File: config.mk
export PLATFORM = sky130hd
export DESIGN_NAME = mesi_line_ctrl
export DESIGN_NICKNAME = d
export VERILOG_FILES = /design/src/rtl/mesi_pkg.sv /design/src/rtl/mesi_tag_store.sv /design/src/rtl/mesi_snoop_unit.sv /design/src/rtl/mesi_cpu_fsm.sv /design/src/rtl/mesi_line_ctrl.sv
export SDC_FILE = /design/constraint.sdc
export NUM_CORES = 1
export LEC_CHECK = 0
export BUFFER_PORTS_ARGS = -buffer_cell sky130_fd_sc_hd__buf_2
export CORE_ASPECT_RATIO = 1.4
export CORE_MARGIN = 2
export CORE_UTILIZATION = 40
export CTS_BUF_LIST = sky130_fd_sc_hd__clkbuf_4 sky130_fd_sc_hd__clkbuf_8
export CTS_CLUSTER_SIZE = 30
export DETAILED_ROUTE_END_ITERATION = 8
export PLACE_DENSITY = 0.59
export SLEW_MARGIN = 20
export SYNTH_ARGS = -nofsm -noshare
export SYNTH_HDL_FRONTEND = slang
export SYNTH_SLANG_ARGS = --single-unit
File: constraint.sdc
create_clock -name clk -period 3 [get_ports clk]
set_input_delay 0 -clock clk [delete_from_list [all_inputs] [get_ports clk]]
set_output_delay 0 -clock clk [all_outputs]
set_load 0.005 [all_outputs]
File: src/rtl/mesi_pkg.sv
package mesi_pkg;

   typedef enum logic [1:0] {
      LS_I = 2'd0,
      LS_S = 2'd1,
      LS_E = 2'd2,
      LS_M = 2'd3
   } line_state_t;

   typedef enum logic [1:0] {
      BC_NONE = 2'd0,
      BC_RD   = 2'd1,
      BC_RDX  = 2'd2,
      BC_WB   = 2'd3
   } bus_cmd_t;

   typedef enum logic [1:0] {
      CS_IDLE  = 2'd0,
      CS_EVICT = 2'd1,
      CS_FETCH = 2'd2,
      CS_DONE  = 2'd3
   } ctl_state_t;

endpackage

File: src/rtl/mesi_tag_store.sv
module mesi_tag_store
   import mesi_pkg::*;
#(
   parameter int INDEX_W = 2,
   parameter int TAG_W   = 6
) (
   input  logic               clk,
   input  logic               rst_n,
   input  logic [INDEX_W-1:0] a_idx,
   output logic [TAG_W-1:0]   a_tag,
   output line_state_t        a_state,
   input  logic [INDEX_W-1:0] b_idx,
   output logic [TAG_W-1:0]   b_tag,
   output line_state_t        b_state,
   input  logic               c_we,
   input  logic [TAG_W-1:0]   c_tag,
   input  line_state_t        c_state,
   input  logic               s_we,
   input  line_state_t        s_state
);
   localparam int LINES = 1 << INDEX_W;

   line_state_t      st_q  [LINES];
   logic [TAG_W-1:0] tag_q [LINES];

   // processor port writes first, snoop port last so it wins on a shared index
   always_ff @(posedge clk or negedge rst_n) begin
      if (!rst_n) begin
         for (int i = 0; i < LINES; i++) begin
            st_q[i]  <= LS_I;
            tag_q[i] <= '0;
         end
      end else begin
         if (c_we) begin
            tag_q[a_idx] <= c_tag;
            st_q[a_idx]  <= c_state;
         end
         if (s_we) begin
            st_q[b_idx] <= s_state;
         end
      end
   end

   assign a_tag   = tag_q[a_idx];
   assign a_state = st_q[a_idx];
   assign b_tag   = tag_q[b_idx];
   assign b_state = st_q[b_idx];

endmodule

File: src/rtl/mesi_snoop_unit.sv
module mesi_snoop_unit
   import mesi_pkg::*;
#(
   parameter int TAG_W = 6
) (
   input  logic             snp_valid,
   input  bus_cmd_t         snp_cmd,
   input  logic [TAG_W-1:0] snp_tag,
   input  logic [TAG_W-1:0] line_tag,
   input  line_state_t      line_state,
   output logic             shared,
   output logic             flush,
   output logic             upd_en,
   output line_state_t      upd_state
);
   logic hit;

   always_comb begin
      hit       = snp_valid && (line_state != LS_I) && (line_tag == snp_tag);
      shared    = hit && (snp_cmd == BC_RD);
      flush     = hit && (line_state == LS_M) &&
                  ((snp_cmd == BC_RD) || (snp_cmd == BC_RDX));
      upd_en    = 1'b0;
      upd_state = line_state;
      if (hit && snp_cmd == BC_RDX) begin
         upd_en    = 1'b1;
         upd_state = LS_I;
      end else if (hit && snp_cmd == BC_RD && line_state != LS_S) begin
         upd_en    = 1'b1;
         upd_state = LS_S;
      end
   end

endmodule

File: src/rtl/mesi_cpu_fsm.sv
module mesi_cpu_fsm
   import mesi_pkg::*;
#(
   parameter int ADDR_W  = 8,
   parameter int INDEX_W = 2,
   parameter int TAG_W   = ADDR_W - INDEX_W
) (
   input  logic              clk,
   input  logic              rst_n,
   input  logic              req_valid,
   input  logic              req_write,
   input  logic [ADDR_W-1:0] req_addr,
   input  logic [TAG_W-1:0]  line_tag,
   input  line_state_t       line_state,
   input  logic              snoop_block,
   input  logic              bus_gnt,
   input  logic              bus_shared_in,
   output logic              done,
   output logic              bus_req_valid,
   output bus_cmd_t          bus_req_cmd,
   output logic [ADDR_W-1:0] bus_req_addr,
   output logic              wr_en,
   output logic [TAG_W-1:0]  wr_tag,
   output line_state_t       wr_state
);
   ctl_state_t cur_q, nxt;
   bus_cmd_t   fetch_q, fetch_d;
   logic       hit, owns;
   logic [TAG_W-1:0] req_tag;

   assign req_tag = req_addr[ADDR_W-1:INDEX_W];
   assign hit     = (line_state != LS_I) && (line_tag == req_tag);
   assign owns    = (line_state == LS_M) || (line_state == LS_E);

   always_comb begin
      nxt           = cur_q;
      fetch_d       = fetch_q;
      done          = (cur_q == CS_DONE);
      bus_req_valid = 1'b0;
      bus_req_cmd   = BC_NONE;
      bus_req_addr  = req_addr;
      wr_en         = 1'b0;
      wr_tag        = line_tag;
      wr_state      = line_state;
      case (cur_q)
         CS_IDLE: begin
            if (req_valid && !snoop_block) begin
               if (hit && (!req_write || owns)) begin
                  nxt = CS_DONE;
                  if (req_write && line_state == LS_E) begin
                     wr_en    = 1'b1;
                     wr_state = LS_M;
                  end
               end else begin
                  fetch_d = req_write ? BC_RDX : BC_RD;
                  nxt     = (!hit && line_state == LS_M) ? CS_EVICT : CS_FETCH;
               end
            end
         end
         CS_EVICT: begin
            if (line_state != LS_M) begin
               nxt = CS_FETCH;
            end else begin
               bus_req_valid = 1'b1;
               bus_req_cmd   = BC_WB;
               bus_req_addr  = {line_tag, req_addr[INDEX_W-1:0]};
               if (bus_gnt) begin
                  wr_en    = 1'b1;
                  wr_state = LS_I;
                  nxt      = CS_FETCH;
               end
            end
         end
         CS_FETCH: begin
            bus_req_valid = 1'b1;
            bus_req_cmd   = fetch_q;
            if (bus_gnt) begin
               wr_en    = 1'b1;
               wr_tag   = req_tag;
               wr_state = (fetch_q == BC_RDX) ? LS_M :
                          (bus_shared_in ? LS_S : LS_E);
               nxt      = CS_DONE;
            end
         end
         default: nxt = CS_IDLE;
      endcase
   end

   always_ff @(posedge clk or negedge rst_n) begin
      if (!rst_n) begin
         cur_q   <= CS_IDLE;
         fetch_q <= BC_RD;
      end else begin
         cur_q   <= nxt;
         fetch_q <= fetch_d;
      end
   end


   fill_state_chk: assert property (@(posedge clk) disable iff (!rst_n)
      (cur_q == CS_FETCH && bus_gnt && fetch_q == BC_RD)
      |=> !$stable(req_addr) || line_state == ($past(bus_shared_in) ? LS_S : LS_E));


   rdx_fill_chk: assert property (@(posedge clk) disable iff (!rst_n)
      (cur_q == CS_FETCH && bus_gnt && fetch_q == BC_RDX)
      |=> !$stable(req_addr) || line_state == LS_M);


   silent_upgrade_chk: assert property (@(posedge clk) disable iff (!rst_n)
      (cur_q == CS_IDLE && req_valid && req_write && !snoop_block && hit && line_state == LS_E)
      |=> done && !bus_req_valid);


   read_hit_quiet_chk: assert property (@(posedge clk) disable iff (!rst_n)
      (cur_q == CS_IDLE && req_valid && !req_write && !snoop_block && hit)
      |=> done && !bus_req_valid);


   done_pulse_chk: assert property (@(posedge clk) disable iff (!rst_n)
      done |=> !done);


   snoop_first_chk: assert property (@(posedge clk) disable iff (!rst_n)
      (cur_q == CS_IDLE && req_valid && snoop_block) |=> !done && !bus_req_valid);


   evict_first_chk: assert property (@(posedge clk) disable iff (!rst_n)
      (cur_q == CS_IDLE && req_valid && !snoop_block && !hit && line_state == LS_M)
      |=> bus_req_valid && bus_req_cmd == BC_WB);

endmodule

File: src/rtl/mesi_line_ctrl.sv
module mesi_line_ctrl
   import mesi_pkg::*;
#(
   parameter int ADDR_W  = 8,
   parameter int INDEX_W = 2
) (
   input  logic              clk,
   input  logic              rst_n,
   input  logic              cpu_req_valid,
   input  logic              cpu_req_write,
   input  logic [ADDR_W-1:0] cpu_req_addr,
   output logic              cpu_done,
   output logic              bus_req_valid,
   output logic [1:0]        bus_req_cmd,
   output logic [ADDR_W-1:0] bus_req_addr,
   input  logic              bus_gnt,
   input  logic              bus_shared_in,
   input  logic              snp_valid,
   input  logic [1:0]        snp_cmd,
   input  logic [ADDR_W-1:0] snp_addr,
   output logic              snp_shared,
   output logic              snp_flush
);
   localparam int TAG_W = ADDR_W - INDEX_W;

   generate
      if (INDEX_W < 1 || INDEX_W > 10) begin : g_bad_index
         $error("mesi_line_ctrl: INDEX_W out of range");
      end
      if (TAG_W < 1) begin : g_bad_tag
         $error("mesi_line_ctrl: ADDR_W must exceed INDEX_W");
      end
   endgenerate

   logic [INDEX_W-1:0] cpu_idx, snp_idx;
   logic [TAG_W-1:0]   snp_tag;
   logic [TAG_W-1:0]   cpu_line_tag, snp_line_tag, wr_tag;
   line_state_t        cpu_line_st, snp_line_st, wr_state, upd_state;
   logic               wr_en, upd_en, snoop_block;
   bus_cmd_t           fsm_cmd, snp_cmd_e;

   assign cpu_idx     = cpu_req_addr[INDEX_W-1:0];
   assign snp_idx     = snp_addr[INDEX_W-1:0];
   assign snp_tag     = snp_addr[ADDR_W-1:INDEX_W];
   assign snp_cmd_e   = bus_cmd_t'(snp_cmd);
   assign snoop_block = snp_valid && (snp_idx == cpu_idx);
   assign bus_req_cmd = fsm_cmd;

   mesi_tag_store #(.INDEX_W(INDEX_W), .TAG_W(TAG_W)) i_store (
      .clk(clk), .rst_n(rst_n),
      .a_idx(cpu_idx), .a_tag(cpu_line_tag), .a_state(cpu_line_st),
      .b_idx(snp_idx), .b_tag(snp_line_tag), .b_state(snp_line_st),
      .c_we(wr_en), .c_tag(wr_tag), .c_state(wr_state),
      .s_we(upd_en), .s_state(upd_state)
   );

   mesi_snoop_unit #(.TAG_W(TAG_W)) i_snoop (
      .snp_valid(snp_valid), .snp_cmd(snp_cmd_e), .snp_tag(snp_tag),
      .line_tag(snp_line_tag), .line_state(snp_line_st),
      .shared(snp_shared), .flush(snp_flush),
      .upd_en(upd_en), .upd_state(upd_state)
   );

   mesi_cpu_fsm #(.ADDR_W(ADDR_W), .INDEX_W(INDEX_W), .TAG_W(TAG_W)) i_fsm (
      .clk(clk), .rst_n(rst_n),
      .req_valid(cpu_req_valid), .req_write(cpu_req_write), .req_addr(cpu_req_addr),
      .line_tag(cpu_line_tag), .line_state(cpu_line_st),
      .snoop_block(snoop_block), .bus_gnt(bus_gnt), .bus_shared_in(bus_shared_in),
      .done(cpu_done), .bus_req_valid(bus_req_valid), .bus_req_cmd(fsm_cmd),
      .bus_req_addr(bus_req_addr),
      .wr_en(wr_en), .wr_tag(wr_tag), .wr_state(wr_state)
   );


   snp_rd_downgrade_chk: assert property (@(posedge clk) disable iff (!rst_n)
      (snp_valid && snp_cmd_e == BC_RD && snp_line_st != LS_I && snp_line_tag == snp_tag)
      |=> !$stable(snp_addr) || snp_line_st == LS_S);


   snp_rdx_clear_chk: assert property (@(posedge clk) disable iff (!rst_n)
      (snp_valid && snp_cmd_e == BC_RDX && snp_line_st != LS_I && snp_line_tag == snp_tag)
      |=> !$stable(snp_addr) || snp_line_st == LS_I);

endmodule

==> results of run 1 <==
## worst max path at each step
stage                     start               end  slack (ps)  cells past startpoint
2_1_floorplan   i_store.st_q[0]   i_store.st_q[1]         780                      7
3_3_place_gp    cpu_req_addr[0]   i_store.st_q[3]         470                      8
3_5_place_dp    cpu_req_addr[0]   i_store.st_q[3]         450                      8
4_1_cts        i_store.tag_q[5]   i_store.st_q[6]         480                      7
5_1_grt        i_store.tag_q[1]  i_store.tag_q[9]         290                      7
6_report       i_store.tag_q[1]   i_store.st_q[3]         460                      7
## kinds of logic after synthesis
family                   Yosys count  synth area share [%]
flip-flops                        36                  34.9
adder cells (fa/ha/maj)            6                  2.90
AND/OR/NAND/NOR                   80                  15.7
XOR/XNOR                          18                  6.10
multiplexers                      41                  22.0
buffers and inverters             23                  4.31
AO/OA/AOI/OAI                     59                  14.1
## worst max-delay path: stages (launching register included)
cell,delay (ps)
dfrtp_1,400
mux4_2,520
xnor2_1,220
o211ai_1,210
o31ai_2,400
nand2_1,380
mux2i_1,250
nor2_1,50
## flip-flops by register name, indices dropped and copies added (netlist names)
name,flops
i_store.st_q,8
i_store.tag_q,24
i_fsm.fetch_q,2
i_fsm.cur_q,2
## stage by stage
stage | instance area [um2] | util (%) | worst slack (ps)
CTS | 2950 | 47.1 | 478
detailed placement | 2840 | 45.4 | 445
finish | 2950 | 47.1 | 465
global placement | 2840 | 45.4 | 466
global route | 2950 | 47.1 | 288
floorplan | 2590 | - | 784
## per-layer routing
metal	track usage [%]	up-vias	part of all wire [%]
li1	-	1036	-
met1	24.4	1002	41
met5	0	-	0
met4	8.42	0	2.8
met3	2.53	14	3.4
met2	34.0	55	53
## power groups by stage
stage               sequential [mW]  clock, mW  combinational [mW]
finish                        0.843      0.372                1.11
global placement              0.852          0                1.11
CTS                           0.845      0.384                1.12
global route                  0.874      0.400                1.26
floorplan                     0.796          0               0.854
detailed placement            0.853          0                1.12
## synthesized netlist by cell type, types with 2 or more instances
cell type,count,share of area [%]
buf_4,2,0.58
nor3_1,7,1.4
clkbuf_1,2,0.29
mux4_2,12,10
inv_1,10,1.5
nor4_1,3,0.73
a21oi_1,10,1.9
a2bb2oi_1,5,1.7
nor3b_1,2,0.58
and3_1,2,0.48
buf_2,8,1.5
xor2_1,5,1.7
nor2b_1,5,1.2
mux2_2,6,2.6
and2_1,2,0.48
dfrtp_1,35,34
nand2_1,34,4.9
a31oi_1,2,0.48
mux2i_1,22,8.5
ha_1,6,2.9
nor2_1,9,1.3
xnor2_1,13,4.4
and4bb_2,2,0.97
nand3_1,3,0.58
and3b_1,2,0.68
nand2b_1,4,0.97
o21ai_0,28,5.4
## cell type report
type | count | area (um2)
Clock buffer | 8 | 97.6
Fill cell | 609 | 3310
Inverter | 10 | 37.5
Multi-Input combinational cell | 204 | 1570
Sequential cell | 36 | 902
Tap cell | 72 | 90.1
Timing Repair Buffer | 45 | 245
==> summary.md, run 1 <==
| Metric | Value |
|---|---|
| Clk slew on worst S/H paths | about 70 ps |
| Detailed Place HPWL | just under 5000 um |
| Grt total ovfl | 0 |
| RSZ-0062 raised after global routing | no |
| Max Clk Rate | a little under 400 MHz |
| Cell variety after synth | between 40 and 50 |
| WL per Instance | 17.1 um |
| Synth Cell Area | about 2600 um2 |
| Initial Util | approximately two fifths |
| Hold_sp | cpu_req_write |
| Setup crit start kind | register |
| Flop pwr share | a little over a third |
| Post_cts resized | 0 |
| Most common cell after layout, fill and taps aside | buf_2 |
| Final setup viols | 0 |
| Most frequent cells in the layout | buf_2, dfrtp_1, nand2_1 |
| Global-route wire length before repair | approximately 11000 um |
| Die Wd | roughly 72 um |
| Post-route minimum period | roughly 2500 ps |
| Pleak | between 1 and 1.5 nW |
| WS Path Type | register to register |
| Seq cells post-synth | 36 |
| Worst rel slew slack | a little under half |
| Vias in the first global route | 2165 |
| Critical R2R Launch | i_store.tag_q[1] |
| Final Hold Vio Count | 0 |
| EDFF count, synth | 0 |
| Root Driver | clkbuf_8 |
| Pwr Density | 791 nW/um2 |
| Switching pwr | 0.922 mW |
| Combinational cell fraction of total power | between 40 and 50% |
| TritonCTS buffer count | 5 |
| Routed vias | about 2100 |
| Gp weighted congestion | a little under 0.9 |
| Clock skew | around 4.4 ps |
| Async set-reset flop share out of synthesis | 100% |
| Vias per inst | approximately 5.6 |
| Post-synthesis to final-layout area growth | 13.9% |
| Routed wire length | roughly 6400 um |
| Final worst-path cycle share | between 80 and 90% |
| Internal power | between 1 and 1.5 mW |
| Hold Crit Class | input port to register |
| Post-DRT Antenna Nets | 0 |
| Net Sw Frac | between 30% and 40% |
| Dpl cells | roughly 370 |
| Yosys warns | 0 |
| Initial antenna violation count | 0 |
| Max Buffers Root-to-Sink | 2 |
| Number of core rows | 34 |
| Avg Cell Area, Syn | just under 10 um2 |
| Worst-Margin Slew | between 800 and 900 ps |
| Reg2Reg Capture Point | i_store.st_q[3] |
| Die ar. | slightly above 7000 um2 |
| CP arrival | 2710 ps |
| CTS sink count | 36 |
| Clock network power share | 16.0% |
| Worst IR drop on VDD | roughly 0.46 mV |
| Top FF cell, synth | dfrtp_1 |
| Initial drt markers | a little under 100 |
| Post-Syn Instances | approximately 260 |
| Net Count, Synth | about 290 |
| Num ports | 39 |
| Largest net degree at the start of global routing | 37 |
| Hold Path Sink | i_fsm.fetch_q[1] |
| # nets final | 333 |
| Setup TNS | 0 ps |
| WHS Path Cells | 3 |
| # Post-CTS Setup Buffers | 0 |
| Max-Cap Viols | 0 |
| GRT Overall Usage | about 20% |
| Core area | 6250 um2 |
| Share of layout cells above drive strength 1 | 25.1% |
| Outcome | completed |
| Die height | roughly 100 um |
| R2r setup slk | roughly 460 ps |
| Hold_buf cts | 1 |
| Worst r2r path cells | 7 |
| Slew Viols, Final | 0 |
| Input/output buffers | 38 |
| Post-synthesis sequential area ratio | a little over a third |
| DRC viols | 0 |
| Skew-Pair Late Insertion Delay | 280 ps |
| Ant diodes | 0 |
| Hold Worst Slack | 24.9 ps |
| Crit path max fanout | 13 |
| DRT Pass-1 Iters | 4 |
| CP Capture Type | register |
| CTS tree | yes |
| Total power draw | 2.33 mW |
| Worst Path Required | 3170 ps |
| Htree depth | 2 |
| Layout Cells excl Fill | between 300 and 400 |
Power figures use the tool's default switching activity.
==> inputs of run 2 (changes only) <==
PLACE_DENSITY = 0.62   (was 0.59)
clock period = 2.3 ns   (was 3 ns; I/O delays follow)
==> run 2 against run 1 <==
- non-clock buffer count is 44 higher
- hold slack worse by 11 ps
- sequential cell count did not move
- via count is 9.4% higher
- power is 48% higher
- final cell count is 12% higher
- critical path depth increased by 1
- clock-buffer cell count shrank 2
- highest routed layer unchanged
==> summary.md, run 2 (synthesis results as in run 1) <==
| Metric | Value |
|---|---|
| Pleak | 1.61 nW (was 1.35 nW) |
| Dpl cells | 405 (was 366) |
| Hold Crit Class | input port to register (unchanged) |
| Routed wire length | 6910 um (was 6420 um) |
| TritonCTS buffer count | 5 (unchanged) |
| Layout Cells excl Fill | 419 (was 375) |
| Skew-Pair Late Insertion Delay | 290 ps (was 280 ps) |
| Worst-Margin Slew | 831 ps (was 813 ps) |
| Outcome | completed (unchanged) |
| Gp weighted congestion | 0.854 (was 0.876) |
| Share of layout cells above drive strength 1 | 37.5% (was 25.1%) |
| RSZ-0062 raised after global routing | yes (was no) |
| Core area | 6250 um2 (unchanged) |
| CP Capture Type | register (unchanged) |
| Htree depth | 2 (unchanged) |
| Input/output buffers | 38 (unchanged) |
| Number of core rows | 34 (unchanged) |
| CP arrival | 2450 ps (was 2710 ps) |
| Worst IR drop on VDD | 0.427 mV (was 0.459 mV) |
| Slew Viols, Final | 0 (unchanged) |
| Pwr Density | 1030 nW/um2 (was 791 nW/um2) |
| Vias per inst | 5.50 (was 5.62) |
| Hold Worst Slack | 13.7 ps (was 24.9 ps) |
| Global-route wire length before repair | 11000 um (was 10800 um) |
| Max reg flops | 24 (unchanged) |
| Root Driver | clkbuf_8 (unchanged) |
| Layout Utilization | 53.8% (was 47.1%) |
| Initial Util | 41.4% (unchanged) |
| CTS sink count | 36 (unchanged) |
| CTS tree | yes (unchanged) |
| Max-Cap Viols | 0 (unchanged) |
| Initial drt markers | 88 (was 99) |
| Largest net degree at the start of global routing | 37 (unchanged) |
| Largest regs | i_store.tag_q (24), i_store.st_q (8) (unchanged) |
| Ant diodes | 0 (unchanged) |
| Clk slew on worst S/H paths | 80 ps (was 70 ps) |
| Final Hold Vio Count | 0 (unchanged) |
| Register name with the most flops | i_store.tag_q (unchanged) |
| Worst Path Required | 2490 ps (was 3170 ps) |
| Num ports | 39 (unchanged) |
| Max Clk Rate | 443 MHz (was 394 MHz) |
| Initial antenna violation count | 0 (unchanged) |
| Crit path max fanout | 4 (was 13) |
| GRT Overall Usage | 20.4% (was 19.7%) |
| Detailed Place HPWL | 5330 um (was 4960 um) |
| DRC viols | 0 (unchanged) |
| Clock skew | 7.90 ps (was 4.44 ps) |
| # nets final | 377 (was 333) |
| Vias in the first global route | 2297 (was 2165) |
| Setup TNS | 0 ps (unchanged) |
| Die Wd | 72.0 um (unchanged) |
| Final setup viols | 0 (unchanged) |
| WL per Instance | 16.5 um (was 17.1 um) |
| Die ar. | 7130 um2 (unchanged) |
| Max Buffers Root-to-Sink | 2 (unchanged) |
| Routed vias | 2306 (was 2107) |
| Die height | 99.1 um (unchanged) |
| Most common cell after layout, fill and taps aside | buf_4 (was buf_2) |
| Post-synthesis to final-layout area growth | 30.0% (was 13.9%) |
| Most frequent cells in the layout | buf_4, buf_2, dfrtp_1 (was buf_2, dfrtp_1, nand2_1) |
| WS Path Type | register to register (unchanged) |
| Setup crit start kind | register (unchanged) |
| DRT Pass-1 Iters | 4 (unchanged) |
| Final worst-path cycle share | 98.3% (was 84.5%) |
| Post-route minimum period | 2260 ps (was 2540 ps) |
| Worst rel slew slack | 44.6% (was 45.8%) |
| Post-DRT Antenna Nets | 0 (unchanged) |
| Grt total ovfl | 0 (unchanged) |
==> run 2: cell types whose count changed in the layout (fill, tap and decap cells not counted), moves of 2 or more <==
cell,delta
buf_4,+35
buf_6,+9
o21ai_0,-2
o21ai_1,+2
xnor2_1,-4
xnor2_2,+4
==> run 2: path summary, 6_finish.rpt <==
check | start | end | slack (ps) | depth (start not counted)
worst max-delay path | i_store.tag_q[0] | i_store.st_q[1] | 40 | 8
worst min-delay path | cpu_req_write | i_fsm.fetch_q[1] | 10 | 3
worst max register to register | i_store.tag_q[0] | i_store.st_q[1] | 40 | 8
worst min register to register | i_store.tag_q[1] | i_store.tag_q[1] | 500 | 2
max in group asynchronous | rst_n | i_store.tag_q[14] | 1440 | 2
min in group asynchronous | rst_n | i_fsm.cur_q[1] | 340 | 2
==> run 2: report_power, final <==
group / switching, mW / internal [mW]
clock: 0.250 / 0.227
combinational: 0.896 / 0.999
sequential: 0.188 / 0.895
==> run 2: final cells by class <==
cell class | instances | area [um2]
inverters | 10 | 37.5
clock buffers | 6 | 76.3
multi-input cells | 204 | 1630
well taps | 72 | 90.1
repair buffers | 89 | 609
fillers | 601 | 2890
flip-flops and latches | 36 | 902
clock inverters | 2 | 16.3
==> run 2: repair_timing <==
item | CTS | global route
resized for setup | 4 | 18
buffers inserted | 0 | 5
setup endpoints to repair | 7 | 36
endpoints found under the hold margin | 35 | 0
pin swaps | 0 | 3
hold buffers | 1 | 0
==> run 2: critical path: stages, from the launching register on <==
cell	delay (ps)
dfrtp_1	420
mux4_2	530
xnor2_2	170
nand4_1	170
o31ai_2	210
buf_4	170
nand2_4	50
mux2_4	290
and2_4	150
==> run 2: per-layer routing <==
metal / vias to the layer above / global-route usage [%] / wire length, um
li1: 1122 / - / -
met1: 1114 / 23.1 / 2780
met3: 20 / 2.53 / 204
met4: 0 / 12.3 / 361
met5: - / 0 / 0
met2: 50 / 36.0 / 3570
==> run 2: per-stage QoR <==
stage / total power [mW] / setup slack, ps / area (um2)
after global placement: 2.84 / -42.6 / 3130
after detailed placement: 2.88 / -61.4 / 3130
after CTS: 3.39 / 9.55 / 3260
after floorplan: 2.15 / 84.5 / 2590
after global routing: 3.72 / -120 / 3360
final: 3.46 / 40.2 / 3360
==> inputs of run 3 (changes only) <==
CORE_UTILIZATION = 30   (was 40)
PLACE_DENSITY = 0.49   (was 0.62)
==> run 3 against run 2 <==
- hold slack better by 26 ps
- die area up 32%
- power up 0.32%
- fmax about the same
- critical path depth down 1
- sequential share of layout area up 0.37 points
- final cell count up 5.3%
- sequential cell count unchanged
- routed wire length up 4.6%
- combinational power down 4%
- first-iteration DRC count up 34%
- clock skew down 2.5 ps
- largest power group unchanged
==> summary.md, run 3 (synthesis results as in run 1) <==
| Metric | Value |
|---|---|
| Global-route wire length before repair | 11600 um (was 11000 um) |
| Worst IR drop on VDD | 0.408 mV (was 0.427 mV) |
| Largest regs | i_store.tag_q (24), i_store.st_q (8) (unchanged) |
| Worst-Margin Slew | 858 ps (was 831 ps) |
| Initial Util | 30.6% (was 41.4%) |
| CTS tree | yes (unchanged) |
| Crit path max fanout | 4 (unchanged) |
| Initial antenna violation count | 0 (unchanged) |
| CP arrival | 2440 ps (was 2450 ps) |
| Grt total ovfl | 0 (unchanged) |
| Max Buffers Root-to-Sink | 2 (unchanged) |
| Input/output buffers | 38 (unchanged) |
| Root Driver | clkbuf_8 (unchanged) |
| Post-synthesis to final-layout area growth | 28.3% (was 30.0%) |
| Gp weighted congestion | 0.784 (was 0.854) |
| Worst rel slew slack | 42.8% (was 44.6%) |
| Critical Path, Cell by Cell | mux4_2 -> xnor2_2 -> o211ai_1 -> o31ai_4 -> nand2_2 -> mux2_4 -> and2_4 (was mux4_2 -> xnor2_2 -> nand4_1 -> o31ai_2 -> buf_4 -> nand2_4 -> mux2_4 -> and2_4) |
| R2r setup slk | 40 ps (about the same) |
| Total power draw | 3.47 mW (was 3.46 mW) |
| CP Capture Type | register (unchanged) |
| WP depth | 7 (was 8) |
| Ant diodes | 0 (unchanged) |
| WL per Instance | 16.4 um (was 16.5 um) |
| Routed vias | 2216 (was 2306) |
| Layout Cells excl Fill | 441 (was 419) |
| Max-Cap Viols | 0 (unchanged) |
| Most common cell after layout, fill and taps aside | buf_2 (was buf_4) |
| Clock skew | 5.37 ps (was 7.90 ps) |
| Post-route minimum period | 2260 ps (about the same) |
| WS Path Type | register to register (unchanged) |
| Fin area | 3320 um2 (was 3360 um2) |
| Reg2Reg Capture Point | i_store.st_q[1] (unchanged) |
| Largest net degree at the start of global routing | 37 (unchanged) |
| Die Wd | 82.5 um (was 72.0 um) |
| Slowest cell on the critical path | mux4_2 (unchanged) |
| Num ports | 39 (unchanged) |
| Critical R2R Launch | i_store.tag_q[1] (was i_store.tag_q[0]) |
| Setup TNS | 0 ps (unchanged) |
| Final Hold Vio Count | 0 (unchanged) |
| # nets final | 366 (was 377) |
| Slew Viols, Final | 0 (unchanged) |
| Pwr Density | 1050 nW/um2 (was 1030 nW/um2) |
| Critical path startpoint | i_store.tag_q[1] (was i_store.tag_q[0]) |
| RSZ-0062 raised after global routing | yes (unchanged) |
| Dpl cell area | 3070 um2 (was 3130 um2) |
| Largest stage delay, worst path | 520 ps (was 530 ps) |
| Pleak | 1.55 nW (was 1.61 nW) |
| Max reg flops | 24 (unchanged) |
| Clk slew on worst S/H paths | 80 ps (about the same) |
| Core area | 8460 um2 (was 6250 um2) |
| DRC viols | 0 (unchanged) |
| Number of core rows | 40 (was 34) |
| Vias per inst | 5.02 (was 5.50) |
| Post-DRT Antenna Nets | 0 (unchanged) |
| DRT Pass-1 Iters | 4 (unchanged) |
| Worst Path Buf+Inv | 0 (was 1) |
| Die ar. | 9390 um2 (was 7130 um2) |
| Crit path max-delay family | multiplexers (unchanged) |
| Final worst-path cycle share | 98.2% (was 98.3%) |
| Htree depth | 2 (unchanged) |
| Share of layout cells above drive strength 1 | 35.1% (was 37.5%) |
| Die height | 114 um (was 99.1 um) |
| Dpl cells | 424 (was 405) |
| Register name with the most flops | i_store.tag_q (unchanged) |
| Hold Crit Class | input port to register (unchanged) |
| Critical Path Sink | i_store.st_q[1] (unchanged) |
| CTS sink count | 36 (unchanged) |
| Setup crit start kind | register (unchanged) |
| GRT Overall Usage | 16.5% (was 20.4%) |
| Detailed Place HPWL | 5540 um (was 5330 um) |
| Hold Worst Slack | 40.1 ps (was 13.7 ps) |
| Worst r2r path cells | 7 (was 8) |
| Final setup viols | 0 (unchanged) |
| Vias in the first global route | 2279 (was 2297) |
| Initial drt markers | 118 (was 88) |
| Max Clk Rate | 443 MHz (about the same) |
| Outcome | completed (unchanged) |
| TritonCTS buffer count | 5 (unchanged) |
| Routed wire length | 7230 um (was 6910 um) |
| Skew-Pair Late Insertion Delay | 290 ps (about the same) |
| Most frequent cells in the layout | buf_2, buf_4, dfrtp_1 (was buf_4, buf_2, dfrtp_1) |
| Worst Path Required | 2480 ps (was 2490 ps) |
[run 3: cell types whose count changed in the layout (fill, tap and decap cells not counted), sizes merged]
cell and delta:
buf -11, bufinv +1, clkinvlp -1
[run 3: through the flow]
| stage | util (%) | setup slack, ps |
|---|---|---|
| 2_1_floorplan | - | 84.5 |
| 3_5_place_dp | 36.3 | -96.8 |
| 5_1_grt | 39.2 | -44.9 |
| 3_3_place_gp | 36.3 | -101 |
| 6_report | 39.2 | 40.4 |
| 4_1_cts | 37.9 | 20.8 |
[run 3: worst min-delay path by stage]
| stage | startpoint | endpoint | depth (start not counted) |
|---|---|---|---|
| global placement | rst_n | i_store.tag_q[23] | 1 |
| floorplan | rst_n | i_fsm.cur_q[0] | 0 |
| CTS | cpu_req_write | i_fsm.fetch_q[1] | 3 |
| global route | cpu_req_write | i_fsm.fetch_q[1] | 3 |
| finish | cpu_req_write | i_fsm.fetch_q[1] | 3 |
| detailed placement | rst_n | i_store.tag_q[23] | 1 |
[run 3: what timing repair did]
action,CTS,global route
endpoints found under the setup margin,3,38
buffers inserted,0,8
hold buffers,1,0
cloned,0,0
gates resized for setup,2,14
pin swaps,1,4
hold endpoints to repair,35,0
[run 3: layout make-up]
| cell class | count | area (um2) |
|---|---|---|
| timing repair buffer | 78 | 504 |
| fill | 877 | 5140 |
| clock inverter | 2 | 35.0 |
| clock buffer | 6 | 76.3 |
| tap | 105 | 131 |
| multi-input combinational | 204 | 1630 |
| inverter | 10 | 37.5 |
| sequential | 36 | 902 |
[run 3: worst reg2reg max path, stage by stage (launching register included)]
cell and delay, ps:
dfrtp_1 400, mux4_2 520, xnor2_2 190, o211ai_1 190
o31ai_4 310, nand2_2 100, mux2_4 300, and2_4 150
[run 3: where the power goes]
group          total, mW  leakage, nW  switching (mW)  internal, mW
combinational       1.82         1.02           0.897         0.924
clock              0.567       0.0586           0.233         0.334
sequential          1.08        0.469           0.183         0.896
total               3.47         1.55            1.31          2.15
[run 3: per-layer routing]
metal | GRT usage [%] | vias to the layer above | wire length (um)
met5 | 0 | - | 0
met4 | 4.00 | 0 | 80
met3 | 2.22 | 6 | 209
met2 | 29.4 | 42 | 3810
met1 | 20.6 | 1069 | 3130
li1 | - | 1099 | -
